## src/rtl/fm_pkg.sv

```systemverilog
package fm_pkg;

  typedef enum logic [1:0] {
    LIM_PASS = 2'd0,
    LIM_SLOW = 2'd1,
    LIM_FAST = 2'd2
  } lim_e;

  // Limit verdict on the integer kHz value.
  function automatic lim_e judge(input logic [31:0] khz,
                                 input logic [31:0] lo,
                                 input logic [31:0] hi);
    if (khz < lo)      return LIM_SLOW;
    else if (khz > hi) return LIM_FAST;
    else               return LIM_PASS;
  endfunction

endpackage

```

## src/rtl/fm_edge_sync.sv

```systemverilog
module fm_edge_sync (
  input  logic clk,
  input  logic rst_n,
  input  logic tgl,
  output logic pulse
);
  logic s1, s2, s3;

  always_ff @(posedge clk) begin
    if (!rst_n) begin
      s1 <= 1'b0;
      s2 <= 1'b0;
      s3 <= 1'b0;
    end else begin
      s1 <= tgl;
      s2 <= s1;
      s3 <= s2;
    end
  end

  assign pulse = s2 ^ s3;
endmodule

```

## src/rtl/fm_window.sv

```systemverilog
module fm_window #(
  parameter int IVL_W = 4,
  localparam int WIN_W = 2 ** IVL_W
) (
  input  logic             clk,
  input  logic             rst_n,
  input  logic             start,
  input  logic [IVL_W-1:0] ivl,
  output logic             running,
  output logic             win_end
);
  logic [WIN_W-1:0] cnt_q;
  logic [WIN_W-1:0] last_q;
  logic             run_q;

  always_ff @(posedge clk) begin
    if (!rst_n) begin
      run_q  <= 1'b0;
      cnt_q  <= '0;
      last_q <= '0;
    end else if (start) begin
      run_q  <= 1'b1;
      cnt_q  <= '0;
      last_q <= (WIN_W'(1) << ivl) - WIN_W'(1);
    end else if (run_q) begin
      if (cnt_q == last_q) run_q <= 1'b0;
      else                 cnt_q <= cnt_q + WIN_W'(1);
    end
  end

  assign running = run_q;
  assign win_end = run_q && (cnt_q == last_q);

  // the cycle counter never passes the captured window end
  p_win_bound_r3: assert property (@(posedge clk) disable iff (!rst_n)
    run_q |-> (cnt_q <= last_q));
endmodule

```

## src/rtl/fm_accum.sv

```systemverilog
module fm_accum #(
  parameter int CNT_W = 16
) (
  input  logic             clk,
  input  logic             rst_n,
  input  logic             clr,
  input  logic             inc,
  output logic [CNT_W-1:0] total
);
  logic [CNT_W-1:0] count_q;

  // Running total including this cycle's edge, saturating.
  assign total = (inc && (count_q != '1)) ? count_q + CNT_W'(1) : count_q;

  always_ff @(posedge clk) begin
    if (!rst_n)    count_q <= '0;
    else if (clr)  count_q <= '0;
    else           count_q <= total;
  end
endmodule

```

## src/rtl/refclk_freq_meter.sv

```systemverilog
module refclk_freq_meter
  import fm_pkg::*;
#(
  parameter int NSRC   = 4,
  parameter int IVL_W  = 4,
  parameter int KHZ_W  = 25,
  parameter int FRAC_W = 5,
  localparam int SEL_W = $clog2(NSRC + 1),
  localparam int RES_W = KHZ_W + FRAC_W
) (
  input  logic             clk,
  input  logic             rst_n,
  input  logic [NSRC-1:0]  src_tgl,
  input  logic [SEL_W-1:0] src_sel,
  input  logic             src_sel_wr,
  input  logic [KHZ_W-1:0] ref_khz,
  input  logic [IVL_W-1:0] interval,
  input  logic [KHZ_W-1:0] min_khz,
  input  logic [KHZ_W-1:0] max_khz,
  output logic             running,
  output logic             done,
  output logic [RES_W-1:0] result,
  output logic             pass,
  output logic             fast,
  output logic             slow
);
  localparam int WIN_W  = 2 ** IVL_W;
  localparam int PROD_W = WIN_W + KHZ_W + FRAC_W;

  // edges * ref * 2^FRAC / 2^ivl, saturated to the result width
  function automatic logic [RES_W-1:0] scale_khz(input logic [WIN_W-1:0] edges,
                                                 input logic [KHZ_W-1:0] refk,
                                                 input logic [IVL_W-1:0] ivl);
    logic [PROD_W-1:0] wide;
    wide = (PROD_W'(edges) * PROD_W'(refk)) << FRAC_W;
    wide = wide >> ivl;
    if (|wide[PROD_W-1:RES_W]) return '1;
    return wide[RES_W-1:0];
  endfunction

  // Named internal events
  logic             start;
  logic             win_end;
  logic             sel_pulse;
  logic [NSRC-1:0]  edge_p;
  logic [WIN_W-1:0] edge_total;
  logic [RES_W-1:0] scaled;
  lim_e             verdict;
  logic             null_q;

  // Captured configuration
  logic [SEL_W-1:0] sel_q;
  logic [KHZ_W-1:0] ref_q, min_q, max_q;
  logic [IVL_W-1:0] ivl_q;

  logic             done_q, pass_q, fast_q, slow_q;
  logic [RES_W-1:0] result_q;

  assign start = src_sel_wr && !running;

  for (genvar g = 0; g < NSRC; g++) begin : g_sync
    fm_edge_sync u_sync (
      .clk   (clk),
      .rst_n (rst_n),
      .tgl   (src_tgl[g]),
      .pulse (edge_p[g])
    );
  end

  always_comb begin
    sel_pulse = 1'b0;
    for (int k = 1; k <= NSRC; k++) begin
      if (sel_q == SEL_W'(k)) sel_pulse = edge_p[k-1];
    end
  end

  assign null_q = (sel_q == '0) || (sel_q > SEL_W'(NSRC));

  fm_window #(.IVL_W(IVL_W)) u_window (
    .clk     (clk),
    .rst_n   (rst_n),
    .start   (start),
    .ivl     (interval),
    .running (running),
    .win_end (win_end)
  );

  fm_accum #(.CNT_W(WIN_W)) u_accum (
    .clk   (clk),
    .rst_n (rst_n),
    .clr   (start),
    .inc   (running && sel_pulse),
    .total (edge_total)
  );

  assign scaled  = scale_khz(edge_total, ref_q, ivl_q);
  assign verdict = judge(32'(scaled[RES_W-1:FRAC_W]), 32'(min_q), 32'(max_q));

  always_ff @(posedge clk) begin
    if (!rst_n) begin
      sel_q    <= '0;
      ref_q    <= '0;
      min_q    <= '0;
      max_q    <= '0;
      ivl_q    <= '0;
      done_q   <= 1'b0;
      result_q <= '0;
      pass_q   <= 1'b0;
      fast_q   <= 1'b0;
      slow_q   <= 1'b0;
    end else if (start) begin
      sel_q    <= src_sel;
      ref_q    <= ref_khz;
      min_q    <= min_khz;
      max_q    <= max_khz;
      ivl_q    <= interval;
      done_q   <= 1'b0;
      result_q <= '0;
      pass_q   <= 1'b0;
      fast_q   <= 1'b0;
      slow_q   <= 1'b0;
    end else if (win_end) begin
      done_q   <= 1'b1;
      result_q <= scaled;
      pass_q   <= (verdict == LIM_PASS);
      fast_q   <= (verdict == LIM_FAST);
      slow_q   <= (verdict == LIM_SLOW);
    end
  end

  assign done   = done_q;
  assign result = result_q;
  assign pass   = pass_q;
  assign fast   = fast_q;
  assign slow   = slow_q;

  // an accepted write opens the window and clears the ready flag
  p_start_idle_r2: assert property (@(posedge clk) disable iff (!rst_n)
    (src_sel_wr && !running) |=> (running && !done));

  // ready appears as the window closes
  p_done_on_close_r4: assert property (@(posedge clk) disable iff (!rst_n)
    $fell(running) |-> done);

  // source number cannot change inside the window
  p_sel_locked_r5: assert property (@(posedge clk) disable iff (!rst_n)
    (running && !win_end) |=> $stable(sel_q));

  // captured reference and exponent stay put inside the window
  p_cfg_locked_r9: assert property (@(posedge clk) disable iff (!rst_n)
    (running && !win_end) |=> ($stable(ref_q) && $stable(ivl_q)));

  // null source reports zero
  p_null_zero_r7: assert property (@(posedge clk) disable iff (!rst_n)
    (done && null_q) |-> (result == '0));

  // one verdict when ready, none otherwise
  p_one_verdict_r8: assert property (@(posedge clk) disable iff (!rst_n)
    done |-> ($countones({pass, fast, slow}) == 1));
  p_no_verdict_r8: assert property (@(posedge clk) disable iff (!rst_n)
    !done |-> ($countones({pass, fast, slow}) == 0));
endmodule

```

## config.mk

```make
export PLATFORM = sky130hd
export DESIGN_NAME = refclk_freq_meter
export DESIGN_NICKNAME = d
export VERILOG_FILES = /design/src/rtl/fm_pkg.sv /design/src/rtl/fm_edge_sync.sv /design/src/rtl/fm_window.sv /design/src/rtl/fm_accum.sv /design/src/rtl/refclk_freq_meter.sv
export SDC_FILE = /design/constraint.sdc
export NUM_CORES = 2
export LEC_CHECK = 0
export ABC_CLOCK_PERIOD_IN_PS = 14000
export BUFFER_PORTS_ARGS = -buffer_cell sky130_fd_sc_hd__buf_4
export CAP_MARGIN = 5
export CORE_AREA = 8 8 293 295
export CTS_CLUSTER_DIAMETER = 120
export DETAILED_ROUTE_END_ITERATION = 8
export DIE_AREA = 0 0 301 303
export GPL_ROUTABILITY_DRIVEN = 1
export PLACE_DENSITY_LB_ADDON = 0.1
export SYNTH_ARGS = -nofsm -noshare
export SYNTH_HDL_FRONTEND = slang
export SYNTH_HIERARCHICAL = 1
export SYNTH_SLANG_ARGS = --single-unit
```

## constraint.sdc

```tcl
create_clock -name clk -period 14 [get_ports clk]
set_input_delay 1.4 -clock clk [delete_from_list [all_inputs] [get_ports clk]]
set_output_delay 1.4 -clock clk [all_outputs]
set_load 0.01 [all_outputs]
```

## Word-level counts from Yosys, hierarchy flattened

Cells that the tools add are included.

- Register bits after elaboration: 177
- Input bits: 89
- Output and inout port bits: 35
- Word-level logic and storage cells: 70

- Add/sub/neg operators: 3
- Multiply operators: 1
- Magnitude comparators: 2
- Equality and inequality tests: 8
- Shift-type cells: 2
- Mux-type cells: 13
- Bitwise operators: 6
- Reduce and logical (&&, ||, !) cells: 9

Operator list:

| kind | count |
|---|---|
| $mux 30 | 2 |
| $shr 46x4->46 | 1 |
| $mul 16x25->41 | 1 |
| $add 16x1->16 const B | 2 |
| $gt 25x25->1 | 1 |
| $lt 25x25->1 | 1 |
| $eq 16x16->1 | 1 |
| $mux 16 | 1 |
| $ne 16x16->1 const B | 1 |
| $reduce_or 16->1 | 1 |
| $shl 1x4->16 const A | 1 |
| $sub 16x2->16 const B | 1 |
| $mux 1 | 8 |
| $eq 3x2->1 const B | 2 |
| $logic_and 1x1->1 | 4 |
| $mux 2 | 2 |
| $xor 1x1->1 | 4 |
| $eq 3x1->1 const B | 1 |
| $eq 3x3->1 const B | 1 |
| $eq 2x1->1 const B | 1 |
| $eq 2x2->1 const B | 1 |
| $logic_not 2->1 | 1 |
| $not 1->1 | 2 |
| $reduce_and 2->1 | 1 |
| 2 further kinds | 2 |

## Logic depth before layout (Yosys ltp)

- Depth in word-level cells: 17
- Gate-level depth with buffers: 52
- Gate-level depth less buffers: 49

## Hierarchy

The synthesis kept the hierarchy.

Modules (own cells, without submodules):

| module | times used | cells an instance | area each (µm²) | seq. area each (µm²) |
|---|---|---|---|---|
| refclk_freq_meter | 1 | 2539 | 21121.5 | 2322.2 |
| fm_window | 1 | 206 | 1741.7 | 660.6 |
| fm_accum | 1 | 104 | 868.3 | 320.3 |
| fm_edge_sync | 4 | 7 | 88.8 | 60.1 |

## Worst setup path after synthesis

OpenSTA, ideal clock, no wires.

- Kind: reg2reg
- From: reg g_sync[0].u_sync.s2
- To: reg pass_q, in the netlist pass
- Library setup time: 120 ps
- Data arrival time: 10243 ps
- Data required time: 13880 ps
- Slack: 3637 ps
- Stages on the path, launching flop included: 48
- Path buffers: 3
- Period minus slack after synthesis: 10363 ps
- Cells stage by stage: dfxtp_1 -> xor2_1 -> mux2_2 -> a21oi_1 -> nor2_1 -> o21a_1 -> and4_1 -> nand4_1 -> or3_2 -> nand2_1 -> clkbuf_1 -> nand2_1 -> fa_1 -> inv_1 -> fa_1 -> fa_1 -> fa_1 -> fa_1 -> [12 not listed] -> a32o_1 -> a41oi_2 -> buf_4 -> nor3b_1 -> inv_1 -> ha_1 -> a21o_1 -> a21o_1 -> a21o_1 -> a21o_1 -> a21o_1 -> a21o_1 -> a21oi_1 -> o21ai_0 -> a21oi_1 -> nor3_1 -> a21oi_1 -> a21oi_1

- Longest elaborated chain between the ends: 17
- Elaborated cells between the ends (all ways): 18
- Classes of those cells: 1 x mul; 2 x order compare; 1 x shift; 9 x mux; 1 x bitwise; 4 x reduce/logical

Ends and longest elaborated chain:

| what | RTL line | text |
|---|---|---|
| start, declared | fm_edge_sync.sv:7 | `logic s1, s2, s3;` |
| start signal, assigned | fm_edge_sync.sv:12 | `s2 <= 1'b0;` |
| start signal, assigned | fm_edge_sync.sv:16 | `s2 <= s1;` |
| $xor 1x1->1 (*) | fm_edge_sync.sv:21 | `assign pulse = s2 ^ s3;` |
| named net edge_p[0] | refclk_freq_meter.sv:45 | `logic [NSRC-1:0] edge_p;` |
| $mux 1 (*) (4 in series) | refclk_freq_meter.sv:73 | `if (sel_q == SEL_W'(k)) sel_pulse = edge_p[k-1];` |
| $logic_and 1x1->1 (*) | refclk_freq_meter.sv:92 | `.inc (running && sel_pulse),` |
| $logic_and 1x1->1 (*) | fm_accum.sv:13 | `assign total = (inc && (count_q != '1)) ? count_q + CNT_W'(1) : count_q;` |
| $mux 16 (*) | fm_accum.sv:13 |  |
| named net edge_total[11] | refclk_freq_meter.sv:46 | `logic [WIN_W-1:0] edge_total;` |
| $mul 16x25->41 (*) | refclk_freq_meter.sv:35 | `wide = (PROD_W'(edges) * PROD_W'(refk)) << FRAC_W;` |
| $shr 46x4->46 (*) | refclk_freq_meter.sv:36 | `wide = wide >> ivl;` |
| $reduce_or 16->1 | refclk_freq_meter.sv:37 | `if (\|wide[PROD_W-1:RES_W]) return '1;` |
| $mux 1 | refclk_freq_meter.sv:37 |  |
| $mux 30 (*) | refclk_freq_meter.sv:38 | `return wide[RES_W-1:0];` |
| named net scaled[15] | refclk_freq_meter.sv:47 | `logic [RES_W-1:0] scaled;` |
| $gt 25x25->1 | fm_pkg.sv:14 | `else if (khz > hi) return LIM_FAST;` |
| $mux 2 | fm_pkg.sv:14 |  |
| $mux 2 (*) | fm_pkg.sv:13 | `if (khz < lo) return LIM_SLOW;` |
| $logic_not 2->1 (*) | refclk_freq_meter.sv:125 | `pass_q <= (verdict == LIM_PASS);` |
| end signal, assigned | refclk_freq_meter.sv:125 |  |
| end, declared | refclk_freq_meter.sv:56 | `logic done_q, pass_q, fast_q, slow_q;` |

The timed path passes the listed nets; every way through them passes the cells marked *.
A chain may end at the register's enable or synchronous reset.

## Worst setup path after layout

Ends and elaborated chain as after synthesis.

==> results.toml <==
[run_status]
status = "finished clean"

[timing]
tightestPinTransition_ns = 1.23
finalHoldViolCount = 0
layout_setup_ws_ns = 1.13
slew_headroom = 0.179
slew_violations = 0
final-setup-viol-count = 0
timing.fmax_mhz = 77.7
skew_ns = 0.0173
finalCritPeriodShare = 0.919
rsz0062_at_grt = "no"
finalCriticalPeriod_ns = 12.87
fin_tns_setup_ns = 0

[clock_tree]
ctsHoldBuffers = 0
clk_path_buf_depth = 2
clk_pin_slew_ns = 0.08
htreeDepth = 4
cts_buffers = 17
cts_tree = "yes"
postCtsSetupRepairBufs = 0
cts_root_buf = "clkbuf_16"
cts_num_sinks = 177
clk_latency_ns = 0.49

[floorplan]
die_h_microns = 303
rows = 105
dieArea_sq_um = 91200
core-area_sq_um = 81200
fp.dieW_microns = 301
ios = 124
start_util = 0.297

[global_routing]
grt_pass1_vias = 20900
antenna_found_initial = 3
grt_overflow_total = 0
grt_pass1_wl_microns = 120000
grt_max_degree = 74
grt_usage = 0.166

[yosys]
ys_seq_area_frac = 0.147
synthTopCellsByCount = "inv_1 (433), nand2_1 (401), fa_1 (320), and2_1 (277), dfxtp_1 (177)"
synth_largest_area_cell = "fa_1"
synth_area_leaders = "fa_1 (27%), dfxtp_1 (15%), ha_1 (8.6%), and2_1 (7.2%), inv_1 (6.7%)"
synthesis.area_sq_um = 24100
synthCells = 2877
syn_nets = 3451
synth-main-ff-cell = "dfxtp_1"
synth-edff-count = 0
synth_top_area_share = 0.266
syn_avg_cell_area_sq_um = 8.37
synth.distinct_cells = 93
yosysMostFrequentCell = "inv_1"
synth-warning-count = 6
ys_ff_latch = 177
synthArstFlopShare = 0

[min_path]
min_path_type = "reg -> reg"
whs_endpoint = "g_sync[2].u_sync/s2"
hold_depth = 1
hp-start = "g_sync[2].u_sync/s1"

[worst_setup_path]
reg2reg_to = "pass"
cpMostUsedCell = "fa_1"
worstPathRequired_ns = 14.38
cp-end-kind = "register"
rrSetupSlack_ns = 1.13
crit_type = "reg -> reg"
r2r_cells = 40
worstReg2RegStart = "g_sync[0].u_sync/s2"
path_buf_inv = 4
start_kind = "register"
worst_path_max_delay_cell = "nand2_1"
critPathMaxFanout = 25
critPathMaxStageDelay_ns = 0.87
critical_path_arrival_ns = 13.25
critPathTopFamily = "simple AND/OR/NAND/NOR gates"

[placement]
pre_cts_ws_ns = 0.858
postPlaceCellArea_sq_um = 26000
hpwl_microns = 58300
io_buffers = 123
place_congestion = 0.855

[drt]
ant_nets = 0
avgRoutedWirePerCell_microns = 18.8
drt-total-wl_microns = 74600
vias_per_cell = 4.92
firstDrtPassIters = 5
route.vias.total = 19500
drt_iter0_drc = 1056
drc = 0

[flow_run]
maxCapViolations = 0

[power]
report.power.total_mw = 1.41
peakVddDrop_mv = 0.0778
p_leak_nw = 11.4
power.density_nw_per_um2 = 52.8

[cells_and_area]
drive_gt1_frac = 0.0909
layout.nets = 3464
diodes = 0
final_util = 0.328
area_growth_pct = 10.6
design_area_sq_um = 26600
[worst reg2reg max path, delay by kind of cell (launching register included)]
| family | cells | cell delay [ns] |
|---|---|---|
| mux | 2 | 0.75 |
| xor+xnor | 2 | 0.42 |
| compound gates | 11 | 3.03 |
| fa+ha+maj | 8 | 3.81 |
| flops | 1 | 0.34 |
| simple gates | 13 | 3.99 |
| buf+inv | 4 | 0.40 |
[through the flow]
step | std cells | hold WS, ns
5_1_grt | 3973 | 0.447
3_5_place_dp | 3940 | 0.414
2_1_floorplan | 2877 | 0.406
4_1_cts | 3972 | 0.427
6_report | 3973 | 0.422
3_3_place_gp | 3940 | 0.421
[final cells by class]
type                       count  area [sq um]
fill                        8620         54500
multi-input combinational   2104         18300
sequential                   177          3540
inverter                     435          1630
tap                         1070          1340
timing repair buffer         155          1160
clock buffer                  17           425
clock inverter                15           200
[power breakdown]
group,internal [mW],switching [mW],total (mW)
logic,0.133,0.204,0.336
registers,0.525,0.0351,0.560
clock network,0.245,0.265,0.510
[cell families after synthesis]
group | after synthesis | synth area share
xor gates and xnor gates | 62 | 0.0225
and+or+nand+nor | 954 | 0.202
adders and majority gates | 485 | 0.352
muxes | 94 | 0.0431
DFF | 177 | 0.147
buffers and inverters | 597 | 0.0960
AOI/OAI and AO/OA | 508 | 0.138
[layer usage]
layer  up-vias  GRT usage  share of wire
li1       9319          -              -
met1      9808      0.224           0.46
met2       343      0.286           0.49
met3        67     0.0176          0.029
met4         0     0.0363          0.014
met5         -          0              0
[placed cells by master (no fill, tap or decap), types with 28 or more instances in the layout]
master / Yosys / routed
inv_1: 433 / 432
nand2_1: 401 / 401
dfxtp_1: 177 / 176
a21o_1: 28 / 28
o21ai_0: 103 / 103
mux2i_1: 73 / 73
fa_1: 320 / 320
a21boi_0: 90 / 90
a21oi_1: 145 / 145
buf_4: 5 / 155
nor2_1: 75 / 75
nor3_1: 34 / 34
ha_1: 165 / 165
xnor2_1: 41 / 38
nand4_1: 36 / 36
nand3_1: 29 / 29
and2_1: 277 / 277
[worst max-delay path by stage]
stage | start | end | cells past startpoint
2_1_floorplan | g_sync[0].u_sync/s2 | pass | 47
3_3_place_gp | g_sync[0].u_sync/s2 | pass | 42
3_5_place_dp | g_sync[0].u_sync/s2 | pass | 42
4_1_cts | g_sync[2].u_sync/s2 | pass | 42
5_1_grt | g_sync[2].u_sync/s2 | pass | 43
6_report | g_sync[0].u_sync/s2 | pass | 40
[what timing repair did]
item	CTS	global route
endpoints found under the setup margin	0	3
resized for setup	0	0
endpoints found under the hold margin	0	0
[state kept, by name (all words and copies together) (netlist names), 3 cells and up]
| signal | cells |
|---|---|
| g_sync.u_sync/s1 | 4 |
| g_sync.u_sync/s2 | 4 |
| g_sync.u_sync/s3 | 4 |
| ivl_q | 4 |
| max_q | 25 |
| min_q | 25 |
| ref_q | 25 |
| result | 30 |
| sel_q | 3 |
| u_accum/count_q | 16 |
| u_window/cnt_q | 16 |
| u_window/last_q | 16 |
(Power assumes the default switching activity.)
